### config.mk
export PLATFORM = sky130hd
export DESIGN_NAME = dqs_delay_calc
export DESIGN_NICKNAME = d
export VERILOG_FILES = /design/src/rtl/dqs_delay_pkg.sv /design/src/rtl/dqs_lock_search.sv /design/src/rtl/dqs_lane_scale.sv /design/src/rtl/dqs_delay_calc.sv
export SDC_FILE = /design/constraint.sdc
export NUM_CORES = 1
export LEC_CHECK = 0
export ABC_AREA = 0
export BUFFER_PORTS_ARGS = -buffer_cell sky130_fd_sc_hd__clkbuf_2
export CORE_UTILIZATION = 50
export CTS_CLUSTER_DIAMETER = 80
export DETAILED_ROUTE_END_ITERATION = 7
export PLACE_DENSITY = 0.73
export SETUP_SLACK_MARGIN = 0.4
export SYNTH_ARGS = -nofsm -noshare
export SYNTH_HDL_FRONTEND = slang
export SYNTH_SLANG_ARGS = --single-unit
### constraint.sdc
create_clock -name clk -period 5 [get_ports clk]
set_clock_uncertainty 0.1 [all_clocks]
set_input_delay 1 -clock clk [delete_from_list [all_inputs] [get_ports clk]]
set_output_delay 1 -clock clk [all_outputs]
set_load 0.01 [all_outputs]
### src/rtl/dqs_delay_pkg.sv
package dqs_delay_pkg;

    typedef enum logic [2:0] {
        SRCH_IDLE,
        SRCH_STEP,
        SRCH_SETTLE,
        SRCH_LOCKED,
        SRCH_FAILED
    } srch_state_e;

endpackage

### src/rtl/dqs_lock_search.sv
module dqs_lock_search
    import dqs_delay_pkg::*;
#(
    parameter int CNT_W     = 10,
    parameter int SET_W     = 4,
    parameter int CHAIN_MAX = 800
) (
    input  logic             clk,
    input  logic             rst_n,
    input  logic             bypass_sel,
    input  logic [CNT_W-1:0] start_point,
    input  logic [CNT_W-1:0] step_incr,
    input  logic [SET_W-1:0] settle_cycles,
    input  logic             phase_lock,
    output logic [CNT_W-1:0] count_o,
    output srch_state_e      state_o
);

    localparam logic [CNT_W:0]   LIMIT_W = (CNT_W+1)'(CHAIN_MAX);
    localparam logic [CNT_W-1:0] LIMIT   = CNT_W'(CHAIN_MAX);

    typedef struct packed {
        srch_state_e      state;
        logic [CNT_W-1:0] count;
        logic [SET_W-1:0] wait_left;
    } srch_regs_t;

    srch_regs_t r_d, r_q;
    logic [CNT_W:0] stepped;

    always_comb begin
        r_d     = r_q;
        stepped = {1'b0, r_q.count} + {1'b0, step_incr};
        unique case (r_q.state)
            SRCH_IDLE: begin
                if (!bypass_sel) begin
                    if ({1'b0, start_point} > LIMIT_W) begin
                        r_d.count = LIMIT;
                        r_d.state = SRCH_FAILED;
                    end else begin
                        r_d.count     = start_point;
                        r_d.wait_left = settle_cycles;
                        r_d.state     = SRCH_SETTLE;
                    end
                end
            end
            SRCH_STEP: begin
                if (stepped > LIMIT_W) begin
                    r_d.count = LIMIT;
                    r_d.state = SRCH_FAILED;
                end else begin
                    r_d.count     = stepped[CNT_W-1:0];
                    r_d.wait_left = settle_cycles;
                    r_d.state     = SRCH_SETTLE;
                end
            end
            SRCH_SETTLE: begin
                if (r_q.wait_left != '0) begin
                    r_d.wait_left = r_q.wait_left - 1'b1;
                end else if (phase_lock) begin
                    r_d.state = SRCH_LOCKED;
                end else begin
                    r_d.state = SRCH_STEP;
                end
            end
            SRCH_LOCKED: r_d = r_q;
            SRCH_FAILED: r_d = r_q;
            default:     r_d.state = SRCH_IDLE;
        endcase
    end

    always_ff @(posedge clk or negedge rst_n) begin
        if (!rst_n) begin
            r_q.state     <= SRCH_IDLE;
            r_q.count     <= '0;
            r_q.wait_left <= '0;
        end else begin
            r_q <= r_d;
        end
    end

    assign count_o = r_q.count;
    assign state_o = r_q.state;

endmodule

### src/rtl/dqs_lane_scale.sv
module dqs_lane_scale #(
    parameter int CNT_W     = 10,
    parameter int FRAC_W    = 7,
    parameter int CHAIN_MAX = 800
) (
    input  logic              bypass_sel,
    input  logic [CNT_W-1:0]  master_cnt,
    input  logic [FRAC_W-1:0] frac_set,
    input  logic [CNT_W-1:0]  raw_set,
    output logic [CNT_W-1:0]  code_o
);

    localparam int          PROD_W = CNT_W + FRAC_W;
    localparam logic [CNT_W-1:0] LIMIT = CNT_W'(CHAIN_MAX);

    logic [PROD_W-1:0] prod;
    logic [CNT_W-1:0]  scaled;
    logic [CNT_W-1:0]  pick;

    always_comb begin
        prod   = {{FRAC_W{1'b0}}, master_cnt} * {{CNT_W{1'b0}}, frac_set};
        scaled = prod[PROD_W-1:FRAC_W];
        pick   = bypass_sel ? raw_set : scaled;
        code_o = (pick > LIMIT) ? LIMIT : pick;
    end

endmodule

### src/rtl/dqs_delay_calc.sv
module dqs_delay_calc
    import dqs_delay_pkg::*;
#(
    parameter int LANES     = 4,
    parameter int CNT_W     = 10,
    parameter int FRAC_W    = 7,
    parameter int SET_W     = 4,
    parameter int CHAIN_MAX = 800
) (
    input  logic                    clk,
    input  logic                    rst_n,
    input  logic                    bypass_sel,
    input  logic [CNT_W-1:0]        start_point,
    input  logic [CNT_W-1:0]        step_incr,
    input  logic [SET_W-1:0]        settle_cycles,
    input  logic                    phase_lock,
    input  logic [LANES*FRAC_W-1:0] frac_delay,
    input  logic [LANES*CNT_W-1:0]  raw_delay,
    output logic [CNT_W-1:0]        master_count,
    output logic                    dll_locked,
    output logic                    lock_fail,
    output logic [LANES*CNT_W-1:0]  lane_delay
);

    srch_state_e      srch_state;
    logic [CNT_W-1:0] srch_count;
    logic [CNT_W-1:0] lane_next [LANES];
    logic [CNT_W-1:0] lane_d    [LANES];
    logic [CNT_W-1:0] lane_q    [LANES];
    logic             lane_upd;

    dqs_lock_search #(
        .CNT_W    (CNT_W),
        .SET_W    (SET_W),
        .CHAIN_MAX(CHAIN_MAX)
    ) search_i (
        .clk          (clk),
        .rst_n        (rst_n),
        .bypass_sel   (bypass_sel),
        .start_point  (start_point),
        .step_incr    (step_incr),
        .settle_cycles(settle_cycles),
        .phase_lock   (phase_lock),
        .count_o      (srch_count),
        .state_o      (srch_state)
    );

    for (genvar i = 0; i < LANES; i++) begin : g_lane
        dqs_lane_scale #(
            .CNT_W    (CNT_W),
            .FRAC_W   (FRAC_W),
            .CHAIN_MAX(CHAIN_MAX)
        ) scale_i (
            .bypass_sel(bypass_sel),
            .master_cnt(srch_count),
            .frac_set  (frac_delay[i*FRAC_W +: FRAC_W]),
            .raw_set   (raw_delay[i*CNT_W +: CNT_W]),
            .code_o    (lane_next[i])
        );
        assign lane_delay[i*CNT_W +: CNT_W] = lane_q[i];
    end

    always_comb begin
        lane_upd = bypass_sel || (srch_state == SRCH_LOCKED);
        for (int i = 0; i < LANES; i++) begin
            lane_d[i] = lane_upd ? lane_next[i] : lane_q[i];
        end
    end

    always_ff @(posedge clk or negedge rst_n) begin
        if (!rst_n) begin
            for (int i = 0; i < LANES; i++) lane_q[i] <= '0;
        end else begin
            for (int i = 0; i < LANES; i++) lane_q[i] <= lane_d[i];
        end
    end

    assign master_count = srch_count;
    assign dll_locked   = (srch_state == SRCH_LOCKED);
    assign lock_fail    = (srch_state == SRCH_FAILED);

endmodule

==> impl_metrics.ini <==
[status]
violations = setup timing
status = finished, violations left

[timing]
finalCritPeriodShare_pct = 109
final.setup.worst_slack_ps = -438
rsz0062_at_grt = yes
timing.fmax_ghz = 0.184
setup-violations-final = 40
finalMaxSlewViolations = 0
tightest_slew_ps = 805
final_hold_viol_count = 0
relSlewSlack_pct = 46.3
period_needed_ps = 5440

[logic_synthesis]
ys_seq_area_share_pct = 11.7
ys_seq_elements = 57
synth_cells = 1392
synth.distinct_cells = 77
synth_ff_type = dfrtp_1
synth_edf_count = 0
synthDominantCellAreaShare_pct = 25.1
synth_area_sq_mm = 0.0122
synth_top_area_cell = fa_1
async_flop_share_pct = 100
avgSynthCellArea_sq_um = 8.76
syn-num-nets = 1784
synth.area.top_cells = fa_1, ha_1, dfrtp_1
ys_warn_count = 0

[cts]
ctsHtreeMaxLevel = 3
cts_tree = built
cts_buffer_depth = 2
cts_inserted_buffers = 9
clkTransAtPathRegs_ps = 50
clock-sinks = 57
ctsHoldBuffers = 0
clock_latency_ps = 340
cts_root_buf = clkbuf_16

[grt]
antenna_found_initial = 0
grt_max_degree = 72
gr-usage-all-layers_pct = 28.5
grt_pass1_vias = 11342
grt_pass1_wl_microns = 56300
overflow = 0

[placement]
place_area_sq_mm = 0.0146
hpwl_microns = 26500
port_buffers = 147
place.gp.congestion = 0.872

[finish]
antennaDiodeCount = 0
final_cell_mix = buf_4, and2_1, inv_1
fin_area_sq_mm = 0.0158
layout_commonest_cell = buf_4
nFillCells = 1837
nNetsFinal = 2094
layout-drive-gt1-share_pct = 31.8
area_delta_synth_final_pct = 29.9

[worst_setup_path]
path_class = in -> reg
worstPathArrival_ps = 5530
cp.required_ps = 5090
critPathMaxFanout = 7
crit_path_end_kind = register
start_kind = primary input

[detailed_routing]
first_iter_violations = 749
via_per_inst = 5.41
firstDrtPassIters = 5
ant_nets = 0
drt_wl_total_microns = 33800
drc_errors = 0
wl_per_cell_microns = 16.7
vias = 10965

[die]
rows = 56
die_area_sq_mm = 0.0250
core_sq_mm = 0.0237
start_util_pct = 51.5
die-width_microns = 158
die_h_microns = 158
ios = 148

[min_path]
min_path_type = reg -> reg

[run]
maxCapViolCount = 0
repair_timing:
action / CTS / global route
gates resized for setup: 90 / 62
gates cloned: 0 / 0
setup buffers: 23 / 13
endpoints found under the setup margin: 40 / 40
pin swaps: 51 / 63
logic make-up after synthesis:
kind of cell	count (synthesis)	synth area share, %
and+or+nand+nor	468	20.7
muxes	10	0.841
adders and majority gates	296	39.8
DFF	57	11.7
xor gates and xnor gates	43	3.09
AOI/OAI and AO/OA	273	15.8
buffers and inverters	245	8.14
cell type report:
cell class	count	area [sq um]	area share, %
Multi-Input combinational cell	1090	10400	65.9
Timing Repair Buffer	369	2620	16.6
Sequential cell	57	1430	9.02
Inverter	175	657	4.15
Tap cell	319	399	2.52
Clock buffer	11	243	1.53
Clock inverter	5	55.1	0.348
flip-flops by register name, indices dropped and copies added, names as in the netlist:
signal            flops
lane_delay           40
search_i.state_o      3
search_i.count_o     10
search_i.r_q          4
Yosys cell counts (all sizes together), types with 16 or more instances:
master and number:
buf 22, clkbuf 48, nand2 115, nor2 52
inv 175, o21ai 67, xnor2 25, ha 143
dfrtp 57, xor2 18, fa 153, a21o 16
a21oi 58, and2 226
worst max-delay path: stages:
cell	delay (ps)
buf_8	110
buf_4	130
and2_4	150
fa_1	480
fa_1	510
fa_1	530
inv_2	50
fa_1	490
inv_2	50
ha_4	260
and3_4	160
o211ai_1	90
o311a_4	420
o211a_1	240
a311oi_2	280
o211a_1	260
o21ai_4	110
a31oi_1	170
o21ai_1	80
layer usage:
layer | GRT usage (%) | part of all wire [%] | up-vias
met5 | 0 | 0 | -
met4 | 7.23 | 1.4 | 0
met3 | 3.50 | 5.7 | 40
met2 | 45.1 | 46 | 370
met1 | 41.2 | 47 | 5333
li1 | - | - | 5222
final timing paths:
check	from	end	slack [ps]	depth (start not counted)
min in group asynchronous	rst_n	search_i.r_q[2]	730	2
max	frac_delay[2]	lane_delay[6]	-440	19
min reg2reg	lane_delay[2]	lane_delay[2]	390	2
max reg2reg	search_i.count_o[5]	lane_delay[24]	-410	20
max in group asynchronous	rst_n	search_i.count_o[5]	3520	2
min	lane_delay[2]	lane_delay[2]	390	2
stage by stage:
stage                     worst slack [ps]  hold slack (ps)  utilization, %  cells  TNS [ps]
after floorplan                       -502              383               -   1392     -8150
after global placement                -828              374            61.6   1974    -24980
after detailed placement              -900              382            61.6   1974    -27870
after CTS                             -460              394            65.6   2013    -11230
after global routing                  -618              427            66.9   2026    -19870
final                                 -438              387            66.9   2026    -12780
Power is not shown: default switching activity piles up to over one toggle a cycle in this logic, so the estimate is an artifact.
